File: config.mk
export PLATFORM = sky130hd
export DESIGN_NAME = sirq_serializer
export DESIGN_NICKNAME = d
export VERILOG_FILES = /design/src/rtl/sirq_pkg.sv /design/src/rtl/sirq_in_sync.sv /design/src/rtl/sirq_mask_regs.sv /design/src/rtl/sirq_frame_seq.sv /design/src/rtl/sirq_serializer.sv
export SDC_FILE = /design/constraint.sdc
export NUM_CORES = 1
export LEC_CHECK = 0
export BUFFER_PORTS_ARGS = -buffer_cell sky130_fd_sc_hd__buf_4
export CAP_MARGIN = 20
export CORE_ASPECT_RATIO = 0.7
export CORE_MARGIN = 2
export CORE_UTILIZATION = 40
export CTS_BUF_LIST = sky130_fd_sc_hd__clkbuf_16
export CTS_CLUSTER_DIAMETER = 60
export DETAILED_ROUTE_END_ITERATION = 10
export PLACE_DENSITY_LB_ADDON = 0.1
export SYNTH_ARGS = -nofsm -noshare
export SYNTH_HDL_FRONTEND = slang
export SYNTH_SLANG_ARGS = --single-unit
File: constraint.sdc
create_clock -name clk -period 1.6 [get_ports clk]
set_input_delay 0 -clock clk [delete_from_list [all_inputs] [get_ports clk]]
set_output_delay 0 -clock clk [all_outputs]
set_load 0.03 [all_outputs]
File: src/rtl/sirq_pkg.sv
// Package: shared constants, state type and the input-to-slot map for the
// serial interrupt converter. Assumes the fixed sparse set of eleven inputs.
package sirq_pkg;

    localparam int N_IRQ      = 11;
    localparam int N_SLOTS    = 16;
    localparam int SLOT_W     = $clog2(N_SLOTS);
    localparam int START_MIN  = 4;
    localparam int LOWCNT_W   = 4;
    localparam int STOP_QUIET = 2;
    localparam int STOP_CONT  = 3;

    typedef enum logic [1:0] {
        ST_IDLE  = 2'd0,
        ST_SLOTS = 2'd1,
        ST_STOP  = 2'd2
    } seq_state_t;

    // Slot number carried by input bit i (bit 0 = IRQ3 ... bit 10 = IRQ15).
    function automatic logic [SLOT_W-1:0] slot_of(input int i);
        case (i)
            0:       slot_of = 4'd3;
            1:       slot_of = 4'd4;
            2:       slot_of = 4'd5;
            3:       slot_of = 4'd6;
            4:       slot_of = 4'd7;
            5:       slot_of = 4'd9;
            6:       slot_of = 4'd10;
            7:       slot_of = 4'd11;
            8:       slot_of = 4'd12;
            9:       slot_of = 4'd14;
            default: slot_of = 4'd15;
        endcase
    endfunction

endpackage

File: src/rtl/sirq_in_sync.sv
// Module: multi-flop synchroniser for a vector of asynchronous request lines.
// Assumes the inputs are level signals that stay stable for several clocks.
module sirq_in_sync #(
    parameter int W      = 11,
    parameter int STAGES = 2
) (
    input  logic         clk,
    input  logic         rst_n,
    input  logic [W-1:0] async_i,
    output logic [W-1:0] sync_o
);

    logic [W-1:0] stg [STAGES];

    // Shift the requests through the synchroniser chain.
    always_ff @(posedge clk) begin
        if (!rst_n) begin
            for (int s = 0; s < STAGES; s++) stg[s] <= '0;
        end else begin
            stg[0] <= async_i;
            for (int s = 1; s < STAGES; s++) stg[s] <= stg[s-1];
        end
    end

    assign sync_o = stg[STAGES-1];

endmodule

File: src/rtl/sirq_mask_regs.sv
// Module: two disable-mask registers with a simple write strobe.
// A holds IRQ11..IRQ3 (excluding IRQ8) and B bits 2..0 hold IRQ15, IRQ14, IRQ12.
// Assumes one write per strobe cycle; bits 7..3 of B are not stored.
module sirq_mask_regs
    import sirq_pkg::*;
(
    input  logic             clk,
    input  logic             rst_n,
    input  logic             wr,
    input  logic             sel,
    input  logic [7:0]       wdata,
    output logic [7:0]       mask_a,
    output logic [7:0]       mask_b,
    output logic [N_IRQ-1:0] irq_en
);

    logic [7:0] a_q;
    logic [2:0] b_q;

    // Capture mask writes; reset enables every interrupt.
    always_ff @(posedge clk) begin
        if (!rst_n) begin
            a_q <= '0;
            b_q <= '0;
        end else if (wr) begin
            if (sel) b_q <= wdata[2:0];
            else     a_q <= wdata;
        end
    end

    assign mask_a = a_q;
    assign mask_b = {5'b0, b_q};
    assign irq_en = ~{b_q, a_q};

endmodule

File: src/rtl/sirq_frame_seq.sv
// Module: frame sequencer. It watches the shared line for start and stop
// pulses, walks the sixteen 3-clock slots, pulls the line in its own slots,
// and starts a frame itself in quiet mode. Assumes the line is sampled on
// every rising edge and pulled up externally.
module sirq_frame_seq
    import sirq_pkg::*;
#(
    parameter int START_LEN = 4
) (
    input  logic             clk,
    input  logic             rst_n,
    input  logic [N_IRQ-1:0] irq_s,
    input  logic [N_IRQ-1:0] irq_en,
    input  logic             line_i,
    output logic             drv_low,
    output logic             drv_high
);

    localparam logic [LOWCNT_W-1:0] START_LEN_C = LOWCNT_W'(START_LEN);
    localparam logic [LOWCNT_W-1:0] START_MIN_C = LOWCNT_W'(START_MIN);
    localparam logic [LOWCNT_W-1:0] LOW_SAT     = '1;
    localparam logic [SLOT_W-1:0]   LAST_SLOT   = SLOT_W'(N_SLOTS - 1);

    seq_state_t          state;
    logic [SLOT_W-1:0]   slot_idx;
    logic [1:0]          phase;
    logic [LOWCNT_W-1:0] low_cnt;
    logic [LOWCNT_W-1:0] start_cnt;
    logic                quiet;
    logic                pend;
    logic                pulled_q;
    logic [N_IRQ-1:0]    irq_prev;

    logic [N_SLOTS-1:0]  slot_vec;
    logic                pull_slot;
    logic                chg;
    logic                line_idle;
    logic                kick;
    logic                enter_slots;

    // Place each enabled, asserted request on its slot position.
    always_comb begin
        slot_vec = '0;
        for (int i = 0; i < N_IRQ; i++)
            slot_vec[slot_of(i)] = irq_s[i] & irq_en[i];
    end

    // Decode pull, change and start conditions from the current state.
    always_comb begin
        pull_slot   = (state == ST_SLOTS) && (phase == 2'd0) && slot_vec[slot_idx];
        chg         = |((irq_s ^ irq_prev) & irq_en);
        line_idle   = line_i && (low_cnt == '0) && (start_cnt == '0);
        kick        = (state == ST_IDLE) && quiet && line_idle && (chg || pend);
        enter_slots = (state == ST_IDLE) && line_i && (low_cnt >= START_MIN_C);
    end

    // Frame tracking, mode selection and self-start control.
    always_ff @(posedge clk) begin
        if (!rst_n) begin
            state     <= ST_IDLE;
            slot_idx  <= '0;
            phase     <= '0;
            low_cnt   <= '0;
            start_cnt <= '0;
            quiet     <= 1'b0;
            pend      <= 1'b0;
            pulled_q  <= 1'b0;
            irq_prev  <= '0;
        end else begin
            irq_prev <= irq_s;
            pulled_q <= pull_slot;
            low_cnt  <= line_i ? '0 : ((low_cnt == LOW_SAT) ? LOW_SAT : low_cnt + 1'b1);

            if (kick)                 start_cnt <= START_LEN_C;
            else if (start_cnt != '0) start_cnt <= start_cnt - 1'b1;

            if (!quiet || kick || enter_slots) pend <= 1'b0;
            else if (chg)                      pend <= 1'b1;

            case (state)
                ST_IDLE: begin
                    if (enter_slots) begin
                        state    <= ST_SLOTS;
                        slot_idx <= '0;
                        phase    <= '0;
                    end
                end
                ST_SLOTS: begin
                    if (phase == 2'd2) begin
                        phase <= '0;
                        if (slot_idx == LAST_SLOT) state <= ST_STOP;
                        else                       slot_idx <= slot_idx + 1'b1;
                    end else begin
                        phase <= phase + 1'b1;
                    end
                end
                ST_STOP: begin
                    if (line_i && (low_cnt != '0)) begin
                        if (low_cnt == LOWCNT_W'(STOP_QUIET))     quiet <= 1'b1;
                        else if (low_cnt == LOWCNT_W'(STOP_CONT)) quiet <= 1'b0;
                        state <= ST_IDLE;
                    end
                end
                default: state <= ST_IDLE;
            endcase
        end
    end

    assign drv_low  = pull_slot || (start_cnt != '0);
    assign drv_high = pulled_q;

endmodule

File: src/rtl/sirq_serializer.sv
// Module: top of the parallel-to-serial interrupt converter. It joins the
// synchroniser, the mask registers and the frame sequencer, and forms the
// open-drain pad controls. Assumes an external pull-up on the serial line.
module sirq_serializer
    import sirq_pkg::*;
#(
    parameter int START_LEN   = 4,
    parameter int SYNC_STAGES = 2
) (
    input  logic             clk,
    input  logic             rst_n,
    input  logic [N_IRQ-1:0] irq_req,
    input  logic             cfg_wr,
    input  logic             cfg_sel,
    input  logic [7:0]       cfg_wdata,
    output logic [7:0]       mask_a_rd,
    output logic [7:0]       mask_b_rd,
    input  logic             sirq_in,
    output logic             sirq_oe,
    output logic             sirq_o
);

    logic [N_IRQ-1:0] irq_s;
    logic [N_IRQ-1:0] irq_en;
    logic             drv_low;
    logic             drv_high;

    sirq_in_sync #(.W(N_IRQ), .STAGES(SYNC_STAGES)) u_sync (
        .clk     (clk),
        .rst_n   (rst_n),
        .async_i (irq_req),
        .sync_o  (irq_s)
    );

    sirq_mask_regs u_mask (
        .clk    (clk),
        .rst_n  (rst_n),
        .wr     (cfg_wr),
        .sel    (cfg_sel),
        .wdata  (cfg_wdata),
        .mask_a (mask_a_rd),
        .mask_b (mask_b_rd),
        .irq_en (irq_en)
    );

    sirq_frame_seq #(.START_LEN(START_LEN)) u_seq (
        .clk      (clk),
        .rst_n    (rst_n),
        .irq_s    (irq_s),
        .irq_en   (irq_en),
        .line_i   (sirq_in),
        .drv_low  (drv_low),
        .drv_high (drv_high)
    );

    // Open-drain pad: the block pulls low, drives high for one recovery clock, or floats.
    assign sirq_oe = drv_low | drv_high;
    assign sirq_o  = drv_high & ~drv_low;

endmodule

Word level (Yosys, flattened, before mapping)
Memory sizes are Yosys's and may differ from the RTL's.
Index checks and enable logic that the tools add are counted.
{"block": "op_classes", "add_sub_neg": 4, "reduce_logical": 34, "n_mux": 23, "bitwise": 21, "magnitude_cmp": 2, "eq_ne": 12}
{"op": "$mux 11", "count": 2}
{"op": "$mux 4", "count": 4}
{"op": "$and 1x1->1", "count": 12}
{"op": "$mux 2", "count": 6}
{"op": "$and 11x11->11", "count": 1}
{"op": "$not 11->11", "count": 1}
{"op": "$reduce_or 11->1", "count": 1}
{"op": "$xor 11x11->11", "count": 1}
{"op": "$logic_and 1x1->1", "count": 10}
{"op": "$add 4x1->4 const B", "count": 2}
{"op": "$eq 4x2->1 const B", "count": 2}
{"op": "$eq 4x4->1 const B", "count": 2}
{"op": "$logic_not 4->1", "count": 2}
{"op": "$pmux 4 s2", "count": 1}
{"op": "$reduce_and 4->1", "count": 2}
{"op": "$reduce_bool 4->1", "count": 2}
{"op": "$mux 3", "count": 2}
{"op": "$ne 2x2->1 const B", "count": 3}
{"op": "$pmux 2 s3", "count": 1}
{"op": "$reduce_and 2->1", "count": 3}
{"op": "$reduce_bool 2->1", "count": 3}
{"op": "$reduce_or 2->1", "count": 3}
{"op": "$lt 4x5->1 const B", "count": 1}
{"op": "$mux 1", "count": 5}
{"op": "other kinds (14)", "count": 24}
{"block": "word_totals", "memories": 1, "input_bits": 24, "ramBits": 22, "reg_bits": 41, "word_cells": 109}
{"name": "u_sync.stg", "depth": 2, "width": 11, "read_ports": 2, "rd_ports_with_merged_regs": 0, "wr": 2, "line_no": "sirq_in_sync.sv:13", "source": "logic [W-1:0] stg [STAGES];"}

Logic depth before layout (Yosys ltp)
Gate-level depths: netlist (run 1).
An unclocked memory read counts as a cell.
{"block": "logic_depth", "depth_word": 9, "ltp_mapped": 6}

Hierarchy
A second synthesis (run 1) with hierarchy kept.
{"block": "unflattened", "hier_cells": 296, "hier_area_um2": 2785.2}
{"module": "sirq_frame_seq", "cells_per_inst": 173, "instances": 1, "area_each_um2": 1537.7}
{"module": "sirq_in_sync", "cells_per_inst": 57, "instances": 1, "area_each_um2": 703.2}
{"module": "sirq_mask_regs", "cells_per_inst": 64, "instances": 1, "area_each_um2": 531.8}
{"module": "sirq_serializer", "cells_per_inst": 2, "instances": 1, "area_each_um2": 12.5}

Worst setup path before layout (run 1)
Ideal clock, no wire load.
{"block": "synth_path", "kind": "register to output", "from": "register u_mask.a_q[2], in the netlist u_mask.mask_a[2]", "to": "output sirq_o", "n_path_buf": 0, "stages_incl_launch_ff": 6, "setup_slack_ns": 0.067, "t_arrival_ns": 1.533, "t_required_ns": 1.600, "path_cell_list": "dfxtp_1 nor2b_1 a221oi_1 a211oi_1 o2111ai_2 and3_1"}
{"block": "synth_between", "elab_chain_len": 8}
{"element": "from (decl)", "line_no": "sirq_mask_regs.sv:17", "source": "logic [7:0] a_q;"}
{"element": "from (signal assigned)", "line_no": "sirq_mask_regs.sv:27", "source": "else a_q <= wdata;"}
{"element": "$not 11->11", "line_no": "sirq_mask_regs.sv:33", "source": "assign irq_en = ~{b_q, a_q};"}
{"element": "$and 1x1->1", "line_no": "sirq_frame_seq.sv:45", "source": "slot_vec[slot_of(i)] = irq_s[i] & irq_en[i];"}
{"element": "$bmux 1 s4", "line_no": "sirq_frame_seq.sv:50", "source": "pull_slot = (state == ST_SLOTS) && (phase == 2'd0) && slot_vec[slot_idx];"}
{"element": "$mux 1 (implied by the code)", "line_no": "sirq_frame_seq.sv:50"}
{"element": "$logic_and 1x1->1", "line_no": "sirq_frame_seq.sv:50"}
{"element": "$logic_or 1x1->1", "line_no": "sirq_frame_seq.sv:109", "source": "assign drv_low = pull_slot || (start_cnt != '0);"}
{"element": "$not 1->1", "line_no": "sirq_serializer.sv:58", "source": "assign sirq_o = drv_high & ~drv_low;"}
{"element": "$and 1x1->1", "line_no": "sirq_serializer.sv:58"}
{"element": "to (decl)", "line_no": "sirq_serializer.sv:20", "source": "output logic sirq_o"}
No other way between the ends. The select of a mux whose other input is x is not followed.

Worst setup path after layout (run 1)
{"block": "layout_path", "from": "register u_seq.slot_idx[0]", "to": "output sirq_o"}
{"block": "layout_between", "elab_chain_len": 6}
{"element": "from (decl)", "line_no": "sirq_frame_seq.sv:25", "source": "logic [SLOT_W-1:0] slot_idx;"}
{"element": "from (signal assigned)", "line_no": "sirq_frame_seq.sv:92", "source": "else slot_idx <= slot_idx + 1'b1;"}
{"element": "$bmux 1 s4", "line_no": "sirq_frame_seq.sv:50"}
{"element": "$mux 1 (implied by the code)", "line_no": "sirq_frame_seq.sv:50"}
{"element": "$logic_and 1x1->1", "line_no": "sirq_frame_seq.sv:50"}
{"element": "$logic_or 1x1->1", "line_no": "sirq_frame_seq.sv:109"}
{"element": "$not 1->1", "line_no": "sirq_serializer.sv:58"}
{"element": "$and 1x1->1", "line_no": "sirq_serializer.sv:58"}
No other way between the ends. The select of a mux whose other input is x is not followed.

==> metrics.md, run 1 <==
| Metric | Value |
|---|---|
| Status | complete, but fails checks |
| Failing checks | negative setup slack |
| Distinct cells, synth | 45 |
| Clock sink count | 63 |
| Share of cells above drive strength 1 | 0.235 |
| WHS Path Cells | 2 |
| Least-Margin Pin Slew | 0.492 ns |
| R2R cell count | 7 |
| Worst-path clk slew | 0.05 ns |
| Initial Util | 0.411 |
| Compound-cell area share of the yosys netlist | 0.102 |
| Register Area | 1270 um2 |
| Proportion of synthesized area in mux cells | 0.0317 |
| Rel. slew slack | 0.669 |
| Max frequency | 546 MHz |
| Largest family of logic cells by synthesized area | simple AND/OR/NAND/NOR gates |
| Via/cell ratio | 4.78 |
| Leak pwr | 1.44 nW |
| Mapped cell area | 2530 um2 |
| Yosys warns | 0 |
| Crit Path Max Fanout | 6 |
| Initial DRC Count | 117 |
| Adder-Cell Fraction of Synth Area | 0.0247 |
| DRT Wirelength | 5420 um |
| Worst Setup Path Type | reg2out |
| Crit-path cells | or4b_1 -> nand4_1 -> o2111ai_2 -> and3_1 -> buf_6 |
| Area of the core | 6160 um2 |
| Peak supply drop | 0.000665 V |
| Final Slew Violations | 0 |
| Ports | 42 |
| Post-layout min period | 1.83 ns |
| DRT antenna net count | 0 |
| Std cell rows | 24 |
| Startpoint types | register |
| Antenna violations before repair | 0 |
| IO buf count | 36 |
| Tot GR Track Use | 0.169 |
| Setup WS post-layout | -0.231 ns |
| Final HPWL from detailed placement | 3530 um |
| Period utilization | 1.14 |
| Congestion Overflow GR | 0 |
| Die width | 99.0 um |
| CTS H-tree depth | 3 |
| Register area share after synthesis | 0.499 |
| PD cells | 1180 nW/um2 |
| Synth Instances | 266 |
| Router iterations before antenna repair | 4 |
| Clock skew | 0.00489 ns |
| Drt drc | 0 |
| Ant diodes | 0 |
| Full die area | 6980 um2 |
| Area growth syn-to-layout | 37.7% |
| Via Count | 2021 |
| Crit-path max cell delay | 0.51 ns |
| Simple-gate share of the synthesized area | 0.243 |
| Nets | 371 |
| Setup TNS | -0.381 ns |
| Maxcap violations | 0 |
| Wirelength per Cell | 12.8 um |
| Worst Hold Class | in2reg |
| Pin count of the biggest net entering global routing | 39 |
| Predominant post-synthesis flop cell | dfxtp_1 |
| XOR/XNOR share of the synthesized area | 0.0450 |
| Number of synthesized flops with an enable pin | 0 |
| Die Span Y | 70.5 um |
| Crit end category | output port |
| GP Congestion | 0.801 |
| CP max stage cell | or4b_1 |
| Seq cells post-synth | 63 |
| First-pass GRT wire length | 9020 um |
| Number of fill cells in the layout | 574 |
| CTS tree | yes |
| Arrival time of the worst setup path | 1.83 ns |
| Total CTS buffers | 9 |
| Worst Path Required | 1.60 ns |
| Placed cells | 382 |
| Clk_lat worst skew | 0.32 ns |
| Clock Path Buffers | 2 |
| Syn Area/Cell | 9.51 um2 |
| CTS root buffer | clkbuf_16 |
| RSZ-0062 raised after global routing | yes |
| Finished Layout Cells | 423 |
| Final setup vio count | 2 |
| Synth async-reset ratio | 0 |
| Number of global-route vias before repair | 1950 |
| Multi-input gate area | 1190 um2 |
| Final Hold Fails | 0 |
-- worst paths after layout --
kind | start | endpoint | slack, ns
worst max-delay path | u_seq.slot_idx[0] | sirq_o | -0.23
worst min-delay path | rst_n | u_seq.start_cnt[2] | 0.08
worst max register to register | u_seq.slot_idx[0] | u_seq.slot_idx[0] | 0.03
worst min register to register | u_sync.stg[0][0] | u_sync.stg[0][11] | 0.43
-- cell type report --
cell class | count | share of cell area
flip-flops and latches | 63 | 0.364
multi-input cells | 180 | 0.342
clock inverters | 5 | 0.00539
inverters | 12 | 0.0129
clock buffers | 9 | 0.0647
well taps | 78 | 0.0280
repair buffers | 76 | 0.183
-- synthesized netlist by cell type, drive strengths merged (2+ instances only) --
library cell	count	area share
a211oi	3	0.0089
a21oi	15	0.030
a31oi	2	0.0049
and2	33	0.082
and3b	2	0.0069
buf	8	0.024
clkbuf	7	0.010
dfxtp	63	0.50
ha	5	0.025
inv	12	0.018
mux2i	8	0.032
nand2	11	0.016
nand3	11	0.022
nand3b	3	0.0089
nand4	4	0.0099
nor2	24	0.036
nor2b	3	0.0074
nor3	7	0.014
nor3b	4	0.018
o21ai	3	0.0059
o21bai	2	0.0059
o22ai	5	0.012
xnor2	13	0.045
-- critical path, delay by kind of cell, from the launching register on --
family	cells	cell delay [ns]
compound gates	1	0.16
buf+inv	1	0.14
flops	1	0.37
simple gates	3	0.85
-- through the flow --
step	setup WS, ns	hold slack, ns	utilization	power [mW]	area [um2]
2_1_floorplan	0.0670	0.127	-	2.16	2540
3_3_place_gp	0.0182	0.208	0.475	2.37	2920
3_5_place_dp	-0.0422	0.212	0.475	2.37	2920
4_1_cts	-0.215	0.0507	0.557	4.06	3430
5_1_grt	-0.296	0.0855	0.565	4.32	3480
6_report	-0.231	0.0768	0.565	4.10	3480
-- flip-flops by register name (all words and copies together), names as in the netlist --
signal,cells
u_mask.b_q,3
u_mask.mask_a,8
u_seq.drv_high,1
u_seq.irq_prev,11
u_seq.low_cnt,4
u_seq.pend,1
u_seq.phase,2
u_seq.quiet,1
u_seq.slot_idx,4
u_seq.start_cnt,4
u_seq.state,2
u_sync.stg,22
-- logic make-up (layout without fill, tap and decap cells) --
logic type	count (synthesis)	count (layout)
AO/OA/AOI/OAI	39	39
XOR/XNOR	13	13
adder cells (fa/ha/maj)	5	5
buffers and inverters	27	102
flip-flops	63	63
multiplexers	8	8
other	1	5
AND/OR/NAND/NOR	110	110
-- layout by cell type (no fill, tap or decap), drive strengths merged, types with 11 or more instances in the layout --
cell type / count
xnor2: 13
dlygate4sd3: 22
dfxtp: 63
inv: 13
nor2: 24
buf: 54
nand3: 11
and2: 33
nand2: 11
a21oi: 15
-- metal layers --
| metal | vias to the layer above | GRT usage | routed length [um] |
|---|---|---|---|
| met1 | 922 | 0.211 | 2710 |
| met3 | 11 | 0.0701 | 240 |
| met5 | - | 0 | 0 |
| li1 | 1043 | - | - |
| met4 | 0 | 0.0731 | 114 |
| met2 | 45 | 0.257 | 2350 |
-- repair_timing --
action | 4_1_cts | 5_1_grt
buffers inserted | 2 | 3
gates resized for setup | 9 | 8
pin swaps | 6 | 7
hold buffers | 22 | 0
setup endpoints to repair | 5 | 8
endpoints found under the hold margin | 22 | 0
-- power by group --
part / leakage (nW) / switching (mW) / internal (mW)
clock network: 0.123 / 0.598 / 0.997
logic: 0.802 / 0.351 / 0.431
registers: 0.517 / 0.0641 / 1.66
total: 1.44 / 1.01 / 3.09
(Power assumes the default switching activity.)
==> inputs of run 2 (changes only) <==
- CORE_ASPECT_RATIO: 0.7 -> 2
==> run 2 against run 1 <==
Effect of this change:
- the run still ends with negative setup slack left
- die area grew 0.41%
- largest power group is now clock
- highest routed layer unchanged
- non-clock buffer count shrank 10
- critical endpoint unchanged
- worst hold slack lost 0.014 ns
==> metrics.md, run 2 (same netlist as run 1, synthesis figures left out) <==
| Metric | Value |
|---|---|
| Status | complete, but fails checks (unchanged) |
| Failing checks | negative setup slack (unchanged) |
| Area growth syn-to-layout | 38.0% (was 37.7%) |
| Design area | 3490 um2 (was 3480 um2) |
| WP buf/inv | 1 (unchanged) |
| R2R setup slack | 0.09 ns (was 0.03 ns) |
| First-pass GRT wire length | 8600 um (was 9020 um) |
| Worst hold slack | 0.0630 ns (was 0.0768 ns) |
| GR Util met1 | 0.190 (was 0.211) |
| Startpoint types | register (unchanged) |
| Peak supply drop | 0.000853 V (was 0.000665 V) |
| Reg-to-Reg End | u_seq.start_cnt[2] (was u_seq.slot_idx[0]) |
| Grt met3 use | 0.0587 (was 0.0701) |
| Register Area | 1270 um2 (about the same) |
| Full die area | 7010 um2 (was 6980 um2) |
| CP max stage cell | or4b_1 (unchanged) |
| Clk_lat worst skew | 0.32 ns (about the same) |
| WHS Path Cells | 2 (unchanged) |
| R2R cell count | 6 (was 7) |
| PD cells | 1250 nW/um2 (was 1180 nW/um2) |
| Nets | 361 (was 371) |
| Period utilization | 1.13 (was 1.14) |
| DRT Wirelength | 5180 um (was 5420 um) |
| Least-Margin Pin Slew | 0.492 ns (about the same) |
| Grt met2 use | 0.269 (was 0.257) |
| Share of cells above drive strength 1 | 0.223 (was 0.235) |
| Rel. slew slack | 0.669 (about the same) |
| Worst Path Required | 1.60 ns (about the same) |
| RR Startpoint | u_sync.stg[0][19] (was u_seq.slot_idx[0]) |
| Arrival time of the worst setup path | 1.81 ns (was 1.83 ns) |
| Leak pwr | 1.42 nW (was 1.44 nW) |
| Number of global-route vias before repair | 1912 (was 1950) |
| Most common cell after layout, fill and taps aside | dfxtp_1 (unchanged) |
| Via Count | 2019 (was 2021) |
| Crit Path Max Fanout | 7 (was 6) |
| Drt drc | 0 (unchanged) |
| Tot GR Track Use | 0.170 (was 0.169) |
| Worst Hold Class | in2reg (unchanged) |
| Ports | 42 (unchanged) |
| Die width | 60.2 um (was 99.0 um) |
| Setup WS post-layout | -0.208 ns (was -0.231 ns) |
| CTS H-tree depth | 3 (unchanged) |
| Crit-path leading delay family | simple AND/OR/NAND/NOR gates (unchanged) |
| Congestion Overflow GR | 0 (unchanged) |
| Crit end category | output port (unchanged) |
| Max frequency | 553 MHz (was 546 MHz) |
| CTS tree | yes (unchanged) |
| Crit-path cells | or4b_1 -> nand4_1 -> o2111ai_2 -> and3_1 -> buf_6 (unchanged) |
| Hold wc startpoint | rst_n (unchanged) |
| Clock Path Buffers | 2 (unchanged) |
| Final HPWL from detailed placement | 3550 um (was 3530 um) |
| Max FFs per register | 22 (unchanged) |
| Finished Layout Cells | 422 (was 423) |
| Maxcap violations | 0 (unchanged) |
| Clock skew | 0.00342 ns (was 0.00489 ns) |
| Final setup vio count | 2 (unchanged) |
| Placed cells | 384 (was 382) |
| Final Hold Fails | 0 (unchanged) |
| Area of the core | 6210 um2 (was 6160 um2) |
| Commonest cells after routing, fill and taps aside | dfxtp_1, buf_4, and2_1 (unchanged) |
| Setup Slack @ Placement | -0.000186 ns (was -0.0422 ns) |
| Final Slew Violations | 0 (unchanged) |
| Worst-path clk slew | 0.05 ns (about the same) |
| Via/cell ratio | 4.78 (about the same) |
| Initial DRC Count | 66 (was 117) |
| Multi-input gate area | 1200 um2 (was 1190 um2) |
| Std cell rows | 41 (was 24) |
| Wirelength per Cell | 12.3 um (was 12.8 um) |
| CTS root buffer | clkbuf_16 (unchanged) |
| Post-layout min period | 1.81 ns (was 1.83 ns) |
| Die Span Y | 116 um (was 70.5 um) |
| RSZ-0062 raised after global routing | yes (unchanged) |
| Crit-path max cell delay | 0.52 ns (was 0.51 ns) |
| GRT Max-Usage Layer | met2 (unchanged) |
| GP Congestion | 0.815 (was 0.801) |
| Setup TNS | -0.361 ns (was -0.381 ns) |
| Pin count of the biggest net entering global routing | 39 (unchanged) |
| Number of fill cells in the layout | 552 (was 574) |
| Total Power | 4.36 mW (was 4.10 mW) |
| DRT antenna net count | 0 (unchanged) |
| Ant diodes | 0 (unchanged) |
| Antenna violations before repair | 0 (unchanged) |
| Fin util | 0.562 (was 0.565) |
| Top reg by flops | u_sync.stg (unchanged) |
| Clock sink count | 63 (unchanged) |
| IO buf count | 36 (unchanged) |
| Worst Setup Path Type | reg2out (unchanged) |
| Router iterations before antenna repair | 4 (unchanged) |
| Total CTS buffers | 9 (unchanged) |
| Hold EP | u_seq.start_cnt[2] (unchanged) |
| Initial Util | 0.407 (was 0.411) |
| Placed cell areas | 2890 um2 (was 2920 um2) |
## run 2: cell types whose count changed in the layout (fill, tap and decap cells not counted), sizes merged
cell / change
buf: -10
bufinv: +2
inv: -1
## run 2: worst max path at each step
stage / from / to / slack [ns] / depth (start not counted)
floorplan: u_mask.mask_a[2] / sirq_o / 0.07 / 5
global placement: u_sync.stg[0][19] / u_seq.start_cnt[2] / 0.06 / 6
detailed placement: u_seq.start_cnt[0] / u_seq.start_cnt[0] / -0.0002 / 6
CTS: u_seq.slot_idx[0] / sirq_o / -0.19 / 5
global route: u_seq.slot_idx[0] / sirq_o / -0.29 / 5
finish: u_seq.slot_idx[0] / sirq_o / -0.21 / 5
## run 2: metal layers
metal	wire length (um)	share of wire
met1	2180	0.42
met2	2600	0.50
met4	161	0.031
met3	227	0.044
met5	0	0
## run 2: power breakdown
group / switching, mW / total [mW] / internal (mW)
clock: 0.632 / 1.96 / 1.33
combinational: 0.327 / 0.667 / 0.340
sequential: 0.0681 / 1.73 / 1.66
## run 2: repair_timing
action | in CTS | in global routing
setup buffers | 1 | 0
resized for setup | 13 | 8
endpoints found under the setup margin | 3 | 8
endpoints found under the hold margin | 22 | 0
pin swaps | 4 | 2
hold buffers | 22 | 0
## run 2: area by class of cell
cell class                      count  area share
Inverter                           12      0.0129
Sequential cell                    63       0.364
Tap cell                           86      0.0308
Timing Repair Buffer               66       0.161
Multi-Input combinational cell    180       0.345
Clock buffer                        9      0.0646
Clock inverter                      6      0.0219
